**src/rtl/rxmb_pkg.sv**
```systemverilog
package rxmb_pkg;

    typedef enum logic [2:0] {
        MB_OFF     = 3'd0,
        MB_RX      = 3'd1,
        MB_RX_OVW  = 3'd2,
        MB_TX      = 3'd3,
        MB_CONS    = 3'd4,
        MB_PROD    = 3'd5
    } mb_mode_e;

    localparam int ID_W   = 29;
    localparam int DATA_W = 64;
    localparam int WORD_W = 32;

    typedef struct packed {
        logic [WORD_W-1:0] id_word;
        logic              rtr;
        logic [3:0]        dlc;
        logic [DATA_W-1:0] data;
    } mb_slot_t;

    function automatic logic mode_takes_frames(logic [2:0] m);
        return (m == MB_RX) || (m == MB_RX_OVW);
    endfunction

endpackage

```
**src/rtl/rxmb_first_set.sv**
```systemverilog
module rxmb_first_set #(
    parameter int W = 8
) (
    input  logic [W-1:0] req,
    output logic [W-1:0] grant,
    output logic         found
);
    logic [W-1:0] seen;

    always_comb begin
        seen  = '0;
        grant = '0;
        for (int i = 0; i < W; i++) begin
            if (i == 0) begin
                grant[i] = req[i];
                seen[i]  = req[i];
            end else begin
                grant[i] = req[i] & ~seen[i-1];
                seen[i]  = req[i] | seen[i-1];
            end
        end
        found = seen[W-1];
    end
endmodule

```
**src/rtl/rxmb_id_pack.sv**
```systemverilog
module rxmb_id_pack
    import rxmb_pkg::*;
(
    input  logic            ide,
    input  logic [ID_W-1:0] id,
    output logic [WORD_W-1:0] word
);
    always_comb begin
        if (ide) word = {2'b00, 1'b1, id};
        else     word = {3'b000, id[10:0], 18'd0};
    end
endmodule

```
**src/rtl/rxmb_read_port.sv**
```systemverilog
module rxmb_read_port
    import rxmb_pkg::*;
#(
    parameter int NUM_MB = 8,
    parameter int IDX_W  = 3
) (
    input  mb_slot_t [NUM_MB-1:0] slot,
    input  logic [NUM_MB-1:0]     ready,
    input  logic [NUM_MB-1:0]     lost,
    input  logic [IDX_W-1:0]      idx,
    output logic [WORD_W-1:0]     id_word,
    output logic [WORD_W-1:0]     status,
    output logic [DATA_W-1:0]     data
);
    always_comb begin
        id_word = '0;
        status  = '0;
        data    = '0;
        for (int i = 0; i < NUM_MB; i++) begin
            if (int'(idx) == i) begin
                id_word = slot[i].id_word;
                data    = slot[i].data;
                status  = {7'd0, lost[i], ready[i], 2'b00,
                           slot[i].rtr, slot[i].dlc, 16'd0};
            end
        end
    end
endmodule

```
**src/rtl/rx_mbox_bank.sv**
```systemverilog
module rx_mbox_bank
    import rxmb_pkg::*;
#(
    parameter int NUM_MB = 8,
    localparam int IDX_W = (NUM_MB > 1) ? $clog2(NUM_MB) : 1
) (
    input  logic                clk,
    input  logic                rst_n,
    input  logic                frm_valid,
    input  logic                frm_ide,
    input  logic                frm_rtr,
    input  logic [28:0]         frm_id,
    input  logic [3:0]          frm_dlc,
    input  logic [63:0]         frm_data,
    input  logic                cfg_we,
    input  logic [IDX_W-1:0]    cfg_idx,
    input  logic [2:0]          cfg_mode,
    input  logic                rearm_we,
    input  logic [NUM_MB-1:0]   rearm_mask,
    input  logic [IDX_W-1:0]    rd_idx,
    output logic [31:0]         rd_id_word,
    output logic [31:0]         rd_status,
    output logic [63:0]         rd_data,
    output logic [NUM_MB-1:0]   ready_vec,
    output logic                drop
);

    typedef struct packed {
        logic [NUM_MB-1:0][2:0] mode;
        logic [NUM_MB-1:0]      ready;
        logic [NUM_MB-1:0]      lost;
        mb_slot_t [NUM_MB-1:0]  slot;
        logic                   drop;
    } bank_t;

    bank_t st_d, st_q;

    logic [NUM_MB-1:0] free_vec, ovw_vec;
    logic [NUM_MB-1:0] free_grant, ovw_grant;
    logic              free_found, ovw_found;
    logic [NUM_MB-1:0] rearm_m;
    logic [WORD_W-1:0] new_id_word;
    mb_slot_t          new_slot;

    // Per-mailbox eligibility
    for (genvar g = 0; g < NUM_MB; g++) begin : g_elig
        assign free_vec[g] = mode_takes_frames(st_q.mode[g]) & ~st_q.ready[g];
        assign ovw_vec[g]  = (st_q.mode[g] == MB_RX_OVW) & st_q.ready[g];
    end

    rxmb_first_set #(.W(NUM_MB)) i_pick_free (
        .req   (free_vec),
        .grant (free_grant),
        .found (free_found)
    );

    rxmb_first_set #(.W(NUM_MB)) i_pick_ovw (
        .req   (ovw_vec),
        .grant (ovw_grant),
        .found (ovw_found)
    );

    rxmb_id_pack i_id_pack (
        .ide  (frm_ide),
        .id   (frm_id),
        .word (new_id_word)
    );

    assign rearm_m  = rearm_we ? rearm_mask : '0;
    assign new_slot = '{id_word: new_id_word, rtr: frm_rtr, dlc: frm_dlc, data: frm_data};

    always_comb begin
        logic [NUM_MB-1:0] target;
        logic              overwrite;
        st_d       = st_q;
        st_d.drop  = 1'b0;
        st_d.ready = st_q.ready & ~rearm_m;
        st_d.lost  = st_q.lost  & ~rearm_m;
        target     = '0;
        overwrite  = 1'b0;
        if (cfg_we && (int'(cfg_idx) < NUM_MB)) begin
            st_d.mode[cfg_idx] = cfg_mode;
        end
        if (frm_valid) begin
            if (free_found) begin
                target = free_grant;
            end else if (ovw_found) begin
                target    = ovw_grant;
                overwrite = 1'b1;
            end else begin
                st_d.drop = 1'b1;
            end
        end
        for (int i = 0; i < NUM_MB; i++) begin
            if (target[i]) begin
                st_d.slot[i]  = new_slot;
                st_d.ready[i] = 1'b1;
                st_d.lost[i]  = overwrite;
            end
        end
    end

    always_ff @(posedge clk) begin
        if (!rst_n) begin
            st_q <= '0;
        end else begin
            st_q <= st_d;
        end
    end

    rxmb_read_port #(.NUM_MB(NUM_MB), .IDX_W(IDX_W)) i_read (
        .slot    (st_q.slot),
        .ready   (st_q.ready),
        .lost    (st_q.lost),
        .idx     (rd_idx),
        .id_word (rd_id_word),
        .status  (rd_status),
        .data    (rd_data)
    );

    assign ready_vec = st_q.ready;
    assign drop      = st_q.drop;

    // only one free mailbox picked, and none below it was free
    a_r3_single_pick: assert property (@(posedge clk) disable iff (!rst_n)
        frm_valid && free_found |-> $onehot0(free_grant) && ((free_vec & (free_grant - 1'b1)) == '0));

    // the picked mailbox is full after the edge
    a_r3_pick_fills: assert property (@(posedge clk) disable iff (!rst_n)
        frm_valid && free_found |=> |(st_q.ready & $past(free_grant)));

    // a full mailbox not rearmed stays full
    a_r4_hold_full: assert property (@(posedge clk) disable iff (!rst_n)
        1'b1 |=> (($past(st_q.ready) & ~$past(rearm_m) & ~st_q.ready) == '0));

    // overwrite sets the lost flag of the chosen mailbox
    a_r7_lost_on_ovw: assert property (@(posedge clk) disable iff (!rst_n)
        frm_valid && !free_found && ovw_found |=> |(st_q.lost & st_q.ready & $past(ovw_grant)));

    // lost is only ever set on a full mailbox
    a_r7_lost_needs_ready: assert property (@(posedge clk) disable iff (!rst_n)
        (st_q.lost & ~st_q.ready) == '0);

    // a frame with no destination leaves occupancy alone and pulses drop
    a_r8_drop_clean: assert property (@(posedge clk) disable iff (!rst_n)
        frm_valid && !free_found && !ovw_found |=> st_q.drop && (st_q.ready == ($past(st_q.ready) & ~$past(rearm_m))));

endmodule

```
**config.mk**
```make
export PLATFORM = sky130hd
export DESIGN_NAME = rx_mbox_bank
export DESIGN_NICKNAME = d
export VERILOG_FILES = /design/src/rtl/rxmb_pkg.sv /design/src/rtl/rxmb_first_set.sv /design/src/rtl/rxmb_id_pack.sv /design/src/rtl/rxmb_read_port.sv /design/src/rtl/rx_mbox_bank.sv
export SDC_FILE = /design/constraint.sdc
export NUM_CORES = 2
export LEC_CHECK = 0
export ABC_AREA = 1
export BUFFER_PORTS_ARGS = -buffer_cell sky130_fd_sc_hd__buf_4
export CAP_MARGIN = 40
export CORE_MARGIN = 8
export CORE_UTILIZATION = 39
export CTS_BUF_LIST = sky130_fd_sc_hd__clkbuf_4 sky130_fd_sc_hd__clkbuf_8
export DETAILED_ROUTE_END_ITERATION = 10
export GPL_TIMING_DRIVEN = 1
export HOLD_SLACK_MARGIN = 0.1
export SYNTH_ARGS = -nofsm -noshare
export SYNTH_HDL_FRONTEND = slang
export SYNTH_SLANG_ARGS = --single-unit
```
**constraint.sdc**
```tcl
create_clock -name clk -period 1.95 [get_ports clk]
set_input_delay 0.2925 -clock clk [delete_from_list [all_inputs] [get_ports clk]]
set_output_delay 0.2925 -clock clk [all_outputs]
set_load 0.05 [all_outputs]
```
==> metrics.md <==
| Metric | Value |
|---|---|
| Worst EP required | `1660 ps` |
| Share of the synthesized area in the top cell type | `0.436` |
| Area leader, netlist | `dfxtp_1` |
| Peak supply drop | `about 0.56 mV` |
| Syn Area/Cell | `6.64 um^2` |
| Starting Density | `0.391` |
| Dpl hpwl | `81600 um` |
| Vias in the first global route | `37200` |
| Die Footprint | `0.108 mm^2` |
| Min Hold Slack | `roughly 270 ps` |
| Depth of the CTS H-tree | `4` |
| Wire length per cell | `roughly 18 um` |
| Port Buf Inserts | `between 200 and 250` |
| Mapped Cells | `about 5800` |
| Crit-path max FO | `2` |
| Die Span Y | `about 330 um` |
| CTS tree | `yes` |
| Setup WS post-layout | `-481 ps` |
| Seq/Total Area, Yosys | `0.436` |
| Layout cells sized above 1 | `0.275` |
| Worst slack, placed | `-587 ps` |
| CP peak stage delay | `340 ps` |
| WS Path Type | `flip-flop to output port` |
| Leak pwr | `roughly 24 nW` |
| Count of cell types in the netlist | `38` |
| Failing checks | `setup timing` |
| #FFs+latches synth | `~830` |
| Pint | `between 30 and 40 mW` |
| Post-route DRC violation count | `0` |
| Initial DRC Count | `3033` |
| Status | `finished, violations left` |
| Detailed Route WL | `~140000 um` |
| R2r setup slk | `-370 ps` |
| Min Tclk post-route | `between 2000 and 2500 ps` |
| Row cnt | `115` |
| Clock latency on the worst-skew pair | `a little over 800 ps` |
| Fin crit share | `1.25` |
| Origin of the worst setup path | `st_q[486]$_SDFFE_PN0P_` |
| Clock buffer depth | `3` |
| Slew at the pin closest to its max-slew limit | `about 780 ps` |
| Worst Hold Endpoint | `st_q[157]$_SDFFE_PN0P_` |
| Total CTS buffers | `~150` |
| RSZ-0062 raised after global routing | `yes` |
| Slew Viols, Final | `0` |
| Hold_sp | `frm_data[55]` |
| Worst path cell trace | `inv_2, nor2_2, a2111oi_4, buf_4, nand4_1, buf_6` |
| Post-synth EDFFs | `0` |
| Final Util | `0.559` |
| Final setup fails | `907` |
| Synth area leaders | `dfxtp_1 44%, nand2_1 13%, nor2_1 13%, a21oi_1 6.0%, nand3_1 5.4%` |
| Most common cell in the synthesized netlist | `nand2_1` |
| # IOs | `258` |
| Part of the power in registers | `0.397` |
| Initial antenna violation count | `4` |
| Critical Path AT | `roughly 2100 ps` |
| Placer Congestion | `0.813` |
| Gr usage total | `0.244` |
| Reg clk slew, reported paths | `about 60 ps` |
| Die Wd | `~330 um` |
| Final nets | `6578` |
| Synth Flop Type | `dfxtp_1` |
| Asr flop ratio synth | `0` |
| DR vias/cell | `5.11` |
| Synthesis-to-layout area growth | `43.1%` |
| Global-route wire length before repair | `around 210000 um` |
| Vias | `40200` |
| Final ANT Viol Nets | `0` |
| Core area | `roughly 0.098 mm^2` |
| Tot Pwr | `~48 mW` |
| Reg2Reg Depth | `16` |
| FF-to-FF End | `st_q[705]$_SDFFE_PN0P_` |
| CTS sink cnt | `approximately 830` |
| Startpoint types | `flip-flop` |
| Ys Warns | `0` |
| Total of max-cap violations | `0` |
| Highest Clock Rate | `411 MHz` |
| Cell with the largest stage delay on the worst path | `a2111oi_4` |
| RR Startpoint | `st_q[832]$_SDFFE_PN0P_` |
| Largest net degree at the start of global routing | `between 150 and 200` |
| Remaining global-route overflow | `0` |
| Post-Syn Area | `about 0.038 mm^2` |
| Initial DRT Pass Iterations | `7` |
| Hold Crit Class | `primary input to flip-flop` |
| Skew final | `~38 ps` |
| Clock root buffer | `clkbuf_8` |
| Switching part of the total | `0.309` |
| P_sw | `between 10 and 15 mW` |
| Buf/Inv on CP | `3` |
| CP Capture Type | `output port` |
| Power per cell area | `about 870 mW/mm^2` |
| Combinational power share | `0.236` |
| Fillers | `a little over 9000` |
| Relative slew slack | `0.482` |
| Clock network power share | `0.367` |
| Hold Vio Cnt, Final | `0` |
| Cell family with most CP delay | `buffers and inverters` |
| Most frequent cells after synthesis | `1370 x nand2_1, 1341 x nor2_1, 833 x dfxtp_1` |
| Hold Path Depth | `4` |
## cell type report
type	instances	area (um^2)	share of cell area
Antenna cell	4	10.0	0.000183
Tap cell	1287	1610	0.0294
Multi-Input combinational cell	4164	20400	0.373
Timing Repair Buffer	983	11500	0.210
Clock buffer	242	2960	0.0541
Inverter	323	1260	0.0231
Timing Repair inverter	1	16.3	0.000297
Clock inverter	23	214	0.00391
Sequential cell	833	16800	0.307
## state kept, by name, indices dropped and copies added, names as in the netlist
| signal | cells |
|---|---|
| drop | 1 |
| st_q | 824 |
| ready_vec | 8 |
## cell usage in the layout (no fill, tap or decap), types with 114 or more instances in the layout
cell | Yosys | final
buf_12 | 0 | 137
dlygate4sd3_1 | 0 | 133
nand2_1 | 1370 | 1274
a21oi_1 | 455 | 390
nor2_1 | 1341 | 1240
o21ai_0 | 285 | 206
nand3_1 | 415 | 328
dfxtp_1 | 833 | 749
buf_4 | 113 | 493
inv_1 | 316 | 220
buf_6 | 24 | 114
clkbuf_8 | 0 | 183
## worst max-delay path by stage
stage	endpoint	depth (start not counted)
floorplan	rd_id_word[24]	8
global placement	rd_id_word[15]	8
detailed placement	rd_id_word[15]	8
CTS	rd_id_word[19]	7
global route	rd_data[24]	7
finish	rd_id_word[12]	6
## worst min-delay path: cells and delay by family
kind | cells | cell delay, ps
buf+inv | 2 | 650
simple gates | 2 | 110
## power by group through the flow
stage	sequential (mW)	combinational [mW]	clock (mW)
after detailed placement	19.1	7.88	0
after CTS	18.8	9.74	17.7
final	18.9	11.2	17.4
after global placement	19.0	7.80	0
after global routing	19.0	12.1	18.5
after floorplan	19.0	5.09	0
## timing repair
| item | CTS | global route |
|---|---|---|
| cloned | 36 | 32 |
| setup endpoints to repair | 900 | 914 |
| setup buffers | 170 | 51 |
| endpoints found under the hold margin | 821 | 8 |
| gates resized for setup | 496 | 526 |
| pin swaps | 228 | 227 |
| hold buffers | 132 | 4 |
## metrics by stage
stage | TNS [ps] | instance area [um^2] | instances
6_report | -204580 | 54700 | 7860
5_1_grt | -312370 | 54700 | 7858
4_1_cts | -192660 | 52300 | 7802
3_5_place_dp | -162240 | 43800 | 7200
3_3_place_gp | -144060 | 43800 | 7200
2_1_floorplan | -222 | 38600 | 5786
## metal layers
metal / vias to the layer above / GRT usage / part of all wire
met5: - / 0 / 0
met4: 0 / 0.0793 / 0.031
met3: 279 / 0.0393 / 0.068
met2: 1314 / 0.408 / 0.47
met1: 18700 / 0.319 / 0.43
li1: 19900 / - / -
## logic make-up after synthesis
| group | share of synthesized area |
|---|---|
| simple gates | 0.347 |
| flops | 0.436 |
| other cells | 0.0000981 |
| compound gates | 0.122 |
| xor+xnor | 0.000229 |
| buf+inv | 0.0948 |
No activity file was read; power rests on OpenSTA's default activity.
